$ cat config.mk
export PLATFORM = sky130hd
export DESIGN_NAME = sensorRegBank
export DESIGN_NICKNAME = d
export VERILOG_FILES = /design/src/rtl/sensorRegsPkg.sv /design/src/rtl/busLineFilter.sv /design/src/rtl/i2cSlaveCtrl.sv /design/src/rtl/regBankDp.sv /design/src/rtl/sensorRegBank.sv
export SDC_FILE = /design/constraint.sdc
export NUM_CORES = 1
export LEC_CHECK = 0
export BUFFER_PORTS_ARGS = -buffer_cell sky130_fd_sc_hd__buf_2
export CORE_ASPECT_RATIO = 0.7
export CORE_UTILIZATION = 60
export DETAILED_ROUTE_END_ITERATION = 10
export PLACE_DENSITY = 0.77
export RECOVER_POWER = 50
export SYNTH_ARGS = -nofsm -noshare
export SYNTH_HDL_FRONTEND = slang
export SYNTH_HIERARCHICAL = 1
export SYNTH_SLANG_ARGS = --single-unit
$ cat constraint.sdc
create_clock -name clk -period 2.2 [get_ports clk]
set_input_delay 0.33 -clock clk [delete_from_list [all_inputs] [get_ports clk]]
set_output_delay 0.33 -clock clk [all_outputs]
set_load 0.02 [all_outputs]
$ cat src/rtl/sensorRegsPkg.sv
package sensorRegsPkg;
  localparam logic [7:0] REG_IDENT = 8'h00;
  localparam logic [7:0] REG_REV   = 8'h01;
  localparam logic [7:0] REG_CLKG  = 8'h05;
  localparam logic [7:0] REG_PWR   = 8'h06;
  localparam logic [7:0] REG_SER   = 8'h07;
  localparam logic [7:0] REG_OPS   = 8'h09;
  localparam logic [7:0] SER_INIT  = 8'hAA;

  typedef struct packed {
    logic       loadPtr;
    logic       writeData;
    logic       loadTx;
    logic       stopSeen;
    logic [7:0] rxByte;
  } ctrlStrobes_t;
endpackage

$ cat src/rtl/busLineFilter.sv
module busLineFilter #(
  parameter int FILT_LEN = 3
) (
  input  logic clk,
  input  logic rstN,
  input  logic rawIn,
  output logic filtOut
);
  logic [1:0]          syncQ;
  logic [FILT_LEN-1:0] hist;

  always_ff @(posedge clk) begin
    if (!rstN) begin
      syncQ   <= 2'b11;
      hist    <= '1;
      filtOut <= 1'b1;
    end else begin
      syncQ <= {syncQ[0], rawIn};
      hist  <= {hist[FILT_LEN-2:0], syncQ[1]};
      if (&hist)       filtOut <= 1'b1;
      else if (~|hist) filtOut <= 1'b0;
    end
  end
endmodule

$ cat src/rtl/i2cSlaveCtrl.sv
module i2cSlaveCtrl
  import sensorRegsPkg::*;
#(
  parameter int FILT_LEN = 3
) (
  input  logic         clk,
  input  logic         rstN,
  input  logic         sclIn,
  input  logic         sdaIn,
  input  logic [6:0]   devAddr,
  input  logic         advWr,
  input  logic [7:0]   rdData,
  output ctrlStrobes_t stb,
  output logic         sdaOe
);
  typedef enum logic [2:0] {S_IDLE, S_RX, S_ACK, S_TX, S_TXACK} state_t;
  typedef enum logic [1:0] {P_ADDR, P_PTR, P_DATA} phase_t;

  logic sclF, sdaF, sclPrev, sdaPrev;
  state_t state;
  phase_t phase;
  logic [7:0] rxShift, txShift;
  logic [2:0] bitCnt;
  logic byteDone, rwBit, firstData, mstAck;

  busLineFilter #(.FILT_LEN(FILT_LEN)) u_sclFilt (.clk(clk), .rstN(rstN), .rawIn(sclIn), .filtOut(sclF));
  busLineFilter #(.FILT_LEN(FILT_LEN)) u_sdaFilt (.clk(clk), .rstN(rstN), .rawIn(sdaIn), .filtOut(sdaF));

  wire sclRise = sclF & ~sclPrev;
  wire sclFall = ~sclF & sclPrev;
  wire startEv = sclF & sclPrev & sdaPrev & ~sdaF;
  wire stopEv  = sclF & sclPrev & ~sdaPrev & sdaF;

  assign sdaOe = (state == S_ACK) | ((state == S_TX) & ~txShift[7]);

  always_ff @(posedge clk) begin
    if (!rstN) begin
      sclPrev   <= 1'b1;
      sdaPrev   <= 1'b1;
      state     <= S_IDLE;
      phase     <= P_ADDR;
      rxShift   <= '0;
      txShift   <= '1;
      bitCnt    <= '0;
      byteDone  <= 1'b0;
      rwBit     <= 1'b0;
      firstData <= 1'b0;
      mstAck    <= 1'b0;
      stb       <= '0;
    end else begin
      stb        <= '0;
      stb.rxByte <= rxShift;
      sclPrev    <= sclF;
      sdaPrev    <= sdaF;
      if (startEv) begin
        state    <= S_RX;
        phase    <= P_ADDR;
        bitCnt   <= '0;
        byteDone <= 1'b0;
      end else if (stopEv) begin
        state        <= S_IDLE;
        stb.stopSeen <= 1'b1;
      end else begin
        case (state)
          S_RX: begin
            if (sclRise) begin
              rxShift <= {rxShift[6:0], sdaF};
              bitCnt  <= bitCnt + 3'd1;
              if (bitCnt == 3'd7) byteDone <= 1'b1;
            end else if (sclFall && byteDone) begin
              byteDone <= 1'b0;
              case (phase)
                P_ADDR: begin
                  if (rxShift[7:1] == devAddr) begin
                    rwBit <= rxShift[0];
                    state <= S_ACK;
                  end else begin
                    state <= S_IDLE;
                  end
                end
                P_PTR: begin
                  stb.loadPtr <= 1'b1;
                  state       <= S_ACK;
                end
                default: begin
                  stb.writeData <= firstData | advWr;
                  firstData     <= 1'b0;
                  state         <= S_ACK;
                end
              endcase
            end
          end
          S_ACK: begin
            if (sclFall) begin
              bitCnt <= '0;
              if (phase == P_ADDR && rwBit) begin
                state      <= S_TX;
                txShift    <= rdData;
                stb.loadTx <= 1'b1;
              end else begin
                state <= S_RX;
                if (phase == P_ADDR) begin
                  phase <= P_PTR;
                end else if (phase == P_PTR) begin
                  phase     <= P_DATA;
                  firstData <= 1'b1;
                end
              end
            end
          end
          S_TX: begin
            if (sclFall) begin
              if (bitCnt == 3'd7) begin
                state <= S_TXACK;
              end else begin
                txShift <= {txShift[6:0], 1'b0};
                bitCnt  <= bitCnt + 3'd1;
              end
            end
          end
          S_TXACK: begin
            if (sclRise) begin
              mstAck <= ~sdaF;
            end else if (sclFall) begin
              if (mstAck) begin
                state      <= S_TX;
                bitCnt     <= '0;
                txShift    <= rdData;
                stb.loadTx <= 1'b1;
              end else begin
                state <= S_IDLE;
              end
            end
          end
          default: ;
        endcase
      end
    end
  end
endmodule

$ cat src/rtl/regBankDp.sv
module regBankDp
  import sensorRegsPkg::*;
#(
  parameter logic [7:0] IDENT_VALUE = 8'h47,
  parameter logic [7:0] SILICON_REV = 8'h01
) (
  input  logic         clk,
  input  logic         rstN,
  input  ctrlStrobes_t stb,
  output logic [7:0]   rdData,
  output logic [6:0]   activeAddr,
  output logic         advWr,
  output logic [1:0]   clkDivSel,
  output logic         powerDown,
  output logic         syncMaster,
  output logic         sensorResetPulse,
  output logic         timingResetPulse
);
  logic [7:0] ptr;
  logic [6:0] addrReg;

  always_ff @(posedge clk) begin
    if (!rstN) begin
      ptr              <= '0;
      addrReg          <= SER_INIT[7:1];
      activeAddr       <= SER_INIT[7:1];
      advWr            <= SER_INIT[0];
      clkDivSel        <= '0;
      powerDown        <= 1'b0;
      syncMaster       <= 1'b0;
      sensorResetPulse <= 1'b0;
      timingResetPulse <= 1'b0;
    end else begin
      sensorResetPulse <= 1'b0;
      timingResetPulse <= 1'b0;
      if (stb.loadPtr) ptr <= stb.rxByte;
      if (stb.loadTx)  ptr <= ptr + 8'd1;
      if (stb.writeData) begin
        case (ptr)
          REG_CLKG: clkDivSel <= stb.rxByte[2:1];
          REG_PWR: begin
            powerDown        <= stb.rxByte[0];
            sensorResetPulse <= stb.rxByte[1];
          end
          REG_SER: begin
            addrReg <= stb.rxByte[7:1];
            advWr   <= stb.rxByte[0];
          end
          REG_OPS: begin
            syncMaster       <= stb.rxByte[2];
            timingResetPulse <= stb.rxByte[0];
          end
          default: ;
        endcase
        if (advWr) ptr <= ptr + 8'd1;
      end
      if (stb.stopSeen) activeAddr <= addrReg;
    end
  end

  always_comb begin
    case (ptr)
      REG_IDENT: rdData = IDENT_VALUE;
      REG_REV:   rdData = SILICON_REV;
      REG_CLKG:  rdData = {5'b0, clkDivSel, 1'b0};
      REG_PWR:   rdData = {7'b0, powerDown};
      REG_SER:   rdData = {addrReg, advWr};
      REG_OPS:   rdData = {5'b0, syncMaster, 2'b10};
      default:   rdData = 8'h00;
    endcase
  end
endmodule

$ cat src/rtl/sensorRegBank.sv
module sensorRegBank
  import sensorRegsPkg::*;
#(
  parameter int         FILT_LEN    = 3,
  parameter logic [7:0] SILICON_REV = 8'h01
) (
  input  logic       clk,
  input  logic       rstN,
  input  logic       sclIn,
  input  logic       sdaIn,
  output logic       sdaOe,
  output logic [1:0] clkDivSel,
  output logic       powerDown,
  output logic       syncMaster,
  output logic       sensorResetPulse,
  output logic       timingResetPulse
);
  ctrlStrobes_t ctrlStb;
  logic [7:0]   rdData;
  logic [6:0]   activeAddr;
  logic         advWr;

  i2cSlaveCtrl #(.FILT_LEN(FILT_LEN)) u_ctrl (
    .clk(clk), .rstN(rstN), .sclIn(sclIn), .sdaIn(sdaIn),
    .devAddr(activeAddr), .advWr(advWr), .rdData(rdData),
    .stb(ctrlStb), .sdaOe(sdaOe)
  );

  regBankDp #(.IDENT_VALUE(8'h47), .SILICON_REV(SILICON_REV)) u_dp (
    .clk(clk), .rstN(rstN), .stb(ctrlStb), .rdData(rdData),
    .activeAddr(activeAddr), .advWr(advWr), .clkDivSel(clkDivSel),
    .powerDown(powerDown), .syncMaster(syncMaster),
    .sensorResetPulse(sensorResetPulse), .timingResetPulse(timingResetPulse)
  );
endmodule

Word level (Yosys, flattened, before mapping)
Cells that the tools add are included.
{"block": "totals", "output_inout_bits": 7, "ff_bits": 83}
{"block": "op_classes", "reduce_logical": 37, "eq_ne": 35, "addsub": 2, "n_bitwise": 22, "n_mux": 56}
{"cell": "$mux 8", "count": 11}
{"cell": "$pmux 8 s6", "count": 1}
{"cell": "$mux 3", "count": 15}
{"cell": "$eq 8x3->1 const B", "count": 3}
{"cell": "$pmux 3 s4", "count": 2}
{"cell": "$pmux 8 s3", "count": 1}
{"cell": "$ne 2x2->1 const B", "count": 10}
{"cell": "$reduce_and 10->1", "count": 2}
{"cell": "$mux 1", "count": 19}
{"cell": "$ne 4x1->1 const B", "count": 4}
{"cell": "$reduce_and 8->1", "count": 2}
{"cell": "$ne 2x1->1 const B", "count": 6}
{"cell": "$not 1->1", "count": 12}
{"cell": "$reduce_and 3->1", "count": 4}
{"cell": "$reduce_and 4->1", "count": 3}
{"cell": "$mux 2", "count": 5}
{"cell": "$reduce_and 9->1", "count": 1}
{"cell": "$reduce_or 3->1", "count": 3}
{"cell": "$add 8x1->8 const B", "count": 1}
{"cell": "$and 1x1->1", "count": 8}
{"cell": "$eq 8x1->1 const B", "count": 1}
{"cell": "$eq 8x4->1 const B", "count": 1}
{"cell": "$logic_not 8->1", "count": 1}
{"cell": "$ne 4x4->1 const B", "count": 2}
{"cell": "21 further kinds", "count": 34}

Depth between registers and ports, before layout
{"block": "depth", "depth_word": 8, "ltp_mapped": 8, "depth_no_buf": 7}

By module
The synthesis kept the hierarchy.
{"mod": "i2cSlaveCtrl", "n_inst": 1, "seq_area_each_um2": 840.8, "area_each_um2": 2057.0, "cells_per_inst": 224}
{"mod": "regBankDp", "n_inst": 1, "seq_area_each_um2": 580.6, "area_each_um2": 1471.4, "cells_per_inst": 158}
{"mod": "busLineFilter", "n_inst": 2, "seq_area_each_um2": 120.1, "area_each_um2": 175.2, "cells_per_inst": 14}

Worst setup path before layout
Ideal clock, no wire load.
{"block": "synth_path", "kind": "register to register", "from": "register u_ctrl.bitCnt[0]", "to": "register u_ctrl.bitCnt[0]", "setup_ns": 0.072, "path_stages_with_launch": 8, "required_ns": 2.128, "period_less_slack_ns": 1.757, "slack_ns": 0.443, "arrival_time_ns": 1.685, "path_buffers": 0, "cell_sequence": "dfxtp_1 -> ha_1 -> ha_1 -> nand2_8 -> o22ai_1 -> o32a_1 -> a211oi_4 -> mux2i_1"}
{"block": "synth_between", "elab_chain_len": 4, "word_cells_on_any_way": 8, "cone_classes": "1 x add/sub; 2 x eq/ne; 4 x mux; 1 x reduce/logical"}
{"item": "start: declaration", "line_no": "i2cSlaveCtrl.sv:23", "text": "logic [2:0] bitCnt;"}
{"item": "start signal: assignment", "line_no": "i2cSlaveCtrl.sv:68", "text": "bitCnt <= bitCnt + 3'd1;"}
{"item": "start signal: assignment", "line_no": "i2cSlaveCtrl.sv:117", "text": "bitCnt <= bitCnt + 3'd1;"}
{"item": "$add 3x1->3", "line_no": "i2cSlaveCtrl.sv:68, i2cSlaveCtrl.sv:117"}
{"item": "$mux 3", "line_no": "i2cSlaveCtrl.sv:113", "text": "if (bitCnt == 3'd7) begin"}
{"item": "$mux 3", "line_no": "i2cSlaveCtrl.sv:112", "text": "if (sclFall) begin"}
{"item": "$pmux 3 s4", "line_no": "i2cSlaveCtrl.sv:64", "text": "case (state)"}
Several ways; a longest one is shown, not always the timed one. The select of a mux whose other input is x is not followed.
A chain may end at the register's enable or synchronous reset.

Final worst setup path
{"block": "layout_path", "from": "register u_ctrl.state[2]", "to": "register u_ctrl.txShift[3]"}
{"block": "layout_between", "elab_chain_len": 3, "word_cells_on_any_way": 13, "cone_classes": "10 x eq/ne; 1 x mux; 2 x reduce/logical"}
{"item": "start: declaration", "line_no": "i2cSlaveCtrl.sv:20", "text": "state_t state;"}
{"item": "start signal: assignment", "line_no": "i2cSlaveCtrl.sv:40", "text": "state <= S_IDLE;"}
{"item": "start signal: assignment", "line_no": "i2cSlaveCtrl.sv:56", "text": "state <= S_RX;"}
{"item": "start signal: assignment", "line_no": "i2cSlaveCtrl.sv:61", "text": "state <= S_IDLE;"}
{"item": "$eq 3x2->1 / $eq 3x3->1 (equally long branches)", "line_no": "i2cSlaveCtrl.sv:64"}
{"item": "$ne 2x2->1 (no line), or another cell as far along"}
{"item": "$reduce_and 10->1 (no line)"}
{"item": "end signal: assignment", "line_no": "i2cSlaveCtrl.sv:98", "text": "txShift <= rdData;"}
{"item": "end signal: assignment", "line_no": "i2cSlaveCtrl.sv:116", "text": "txShift <= {txShift[6:0], 1'b0};"}
{"item": "end signal: assignment", "line_no": "i2cSlaveCtrl.sv:128", "text": "txShift <= rdData;"}
{"item": "end: declaration", "line_no": "i2cSlaveCtrl.sv:22", "text": "logic [7:0] rxShift, txShift;"}
Several ways; a longest one is shown, not always the timed one.

==> metrics <==
status completed; largest net degree at the start of global routing 64; Post-CTS Setup Inserts 0; TritonCTS clock tree done; Worst-path clk slew 0.09 ns; NumNets Final 428; total iterations of the first detailed-routing run 5; Synth Flop Type dfxtp_1; Arr. time, crit path 2.12 ns; maximum VDD drop 0.493 mV; syn nets 420; CTS Root Cell clkbuf_8; Iter 0 DRT Violations 345; RSZ-0062 raised after global routing no; Wirelength per Cell 16.3 um; CP Capture Type register; EDFF count, synth 0; crit path time final 1.95 ns; Cell Rows 24; Fin Clk Skew 0.00823 ns; Fin Setup TNS 0 ns; GR Overflow Total 0; worst min path class in2reg; vias 3,007; Mapped Cells 410; via/cell ratio 6.00; Seq cells post-synth 83; first-pass GRT wire length 13,300 um; CORE AREA 6250 um^2; # IOs 11; Die Wd 98.1 um; layout cells sized above 1 12.1%; initial antenna violation count 0; design area 4150 um^2; antenna cell count 0; crit path max fanout 16; Final Setup Violations 0; total clock sinks 83; LEAKAGE 1.61 nW; post-synthesis cell area 3880 um^2; YS warnings 6; number of global-route vias before repair 2,673; final hold viol count 0; Post-route DRC 0; Slew Limit Fails 0; Starting Density 62.1%; Max-slew headroom 18.5%; Skew-Pair Late Insertion Delay 0.35 ns; PwrDens 624 nW/um^2; Routability Congestion 0.937; Placed Area 3980 um^2; final worst-path cycle share 88.6%; htree depth 3; unique cell type count in the Yosys netlist 68; clock buffer count from CTS 9; critical path required time 2.37 ns; Overall Global Routing Usage 25.0%; detailed-placement wirelength estimate 5790 um; Worst Max-Slew Pin Slew 1.22 ns; die area 6800 um^2; Resized Gates After CTS 0; register area share after synthesis 42.8%; CTS Buffer Depth 2; Port Buffers 10; Avg Inst Size Synth 9.46 um^2; CP Launch Type register; max_cap viols 0; drt total wl 8160 um; final core occ 66.4%; synth-to-layout area growth 6.90%; Peak Freq 513 MHz; Die H 69.3 um; antenna viol nets, final 0; critical path class reg2reg; CTS Hold Bufs 0; Async S/R FF share, synth 0%
-- power by group --
part | leakage (nW) | switching [mW] | internal, mW
clock network | 0.0918 | 0.579 | 0.461
registers | 0.671 | 0.00149 | 1.51
logic | 0.848 | 0.0282 | 0.0126
total | 1.61 | 0.608 | 1.98
-- cells by family (layout without fill, tap and decap cells) --
logic type / after synthesis / count (layout) / synth area share, %
buffers and inverters: 29 / 42 / 3.94
AO/OA/AOI/OAI: 81 / 81 / 15.9
AND/OR/NAND/NOR: 164 / 164 / 23.5
multiplexers: 38 / 38 / 9.81
flip-flops: 83 / 83 / 42.8
adder cells (fa/ha/maj): 6 / 6 / 1.94
XOR/XNOR: 9 / 9 / 2.03
-- layout make-up --
cell class / instances / area (um^2)
Clock inverter: 6 / 52.6
Timing Repair Buffer: 19 / 106
Multi-Input combinational cell: 298 / 2060
Fill cell: 539 / 2100
Tap cell: 78 / 97.6
Clock buffer: 10 / 138
Inverter: 7 / 26.3
Sequential cell: 83 / 1660
-- cell usage after synthesis, types with 3 or more instances --
library cell  count  area share [%]
dfxtp_1          83              43
nand2_1          47             4.5
mux2i_1          38             9.8
nor2_1           23             2.2
a21oi_1          19             2.5
nand2b_1         16             2.6
nor2b_1          16             2.6
and2_1           10             1.6
clkbuf_1          9            0.87
nand3_1           9             1.2
nor3_1            9             1.2
o211ai_2          8             2.6
o21ai_0           8             1.0
xnor2_1           8             1.8
and3_1            7             1.1
buf_2             6            0.77
ha_1              6             1.9
o21a_1            6             1.2
nor4_1            4            0.65
a21boi_0          3            0.58
a21o_1            3            0.58
a22oi_1           3            0.58
inv_1             3            0.29
inv_2             3            0.29
nand3b_1          3            0.58
nand4_1           3            0.48
o211ai_1          3            0.58
o22ai_1           3            0.48
-- critical path, cell delays in order (launching register included) --
cell,delay (ns)
dfxtp_1,0.58
nand2b_1,0.15
nor3_1,0.34
o221ai_2,0.40
nand2_1,0.20
o211ai_2,0.10
-- per-stage QoR --
step           total power, mW  std cells  hold slack (ns)  setup slack [ns]
5_1_grt                   2.68        501            0.131            0.0757
3_3_place_gp              1.59        485            0.388             0.336
6_report                  2.59        501            0.155             0.251
2_1_floorplan             1.57        410            0.386             0.443
4_1_cts                   2.62        501            0.140             0.264
3_5_place_dp              1.59        485            0.392             0.291
-- flip-flops by register name, summed over array words and instances (netlist names), 2 cells and up --
register                flops
u_ctrl/stb                 12
u_ctrl/rxShift              8
u_ctrl/txShift              8
u_dp/ptr                    8
u_dp/activeAddr             7
u_dp/addrReg                7
u_ctrl/bitCnt               3
u_ctrl/state                3
u_ctrl/u_sclFilt/hist       3
u_ctrl/u_sdaFilt/hist       3
u_ctrl/phase                2
u_ctrl/u_sclFilt/syncQ      2
u_ctrl/u_sdaFilt/syncQ      2
u_dp/clkDivSel              2
-- cell usage in the layout (no fill, tap or decap), drive strengths merged, types with 7 or more instances in the layout --
cell and count:
a21oi 19, and2 10, and3 7, buf 11
clkbuf 18, dfxtp 83, inv 10, mux2i 38
nand2 48, nand2b 18, nand3 9, nor2 23
nor2b 17, nor3 9, o211ai 11, o21ai 9
xnor2 8
-- worst paths after layout --
check	to	cells after the start	startpoint	slack, ns
setup / recovery	u_ctrl/txShift[3]	5	u_ctrl/state[2]	0.25
setup reg to reg	u_ctrl/txShift[3]	5	u_ctrl/state[2]	0.25
hold / removal	u_ctrl/u_sdaFilt/syncQ[0]	2	sdaIn	0.15
hold reg to reg	u_ctrl/u_sclFilt/hist[0]	1	u_ctrl/u_sclFilt/syncQ[1]	0.41
-- routing by layer --
layer / track usage (%) / vias up / part of all wire, %
met3: 5.95 / 8 / 7.7
met1: 36.7 / 1409 / 49
met5: 0 / - / 0
met2: 35.8 / 124 / 43
li1: - / 1466 / -
met4: 8.59 / 0 / 0.69
Power figures use the tool's default switching activity.
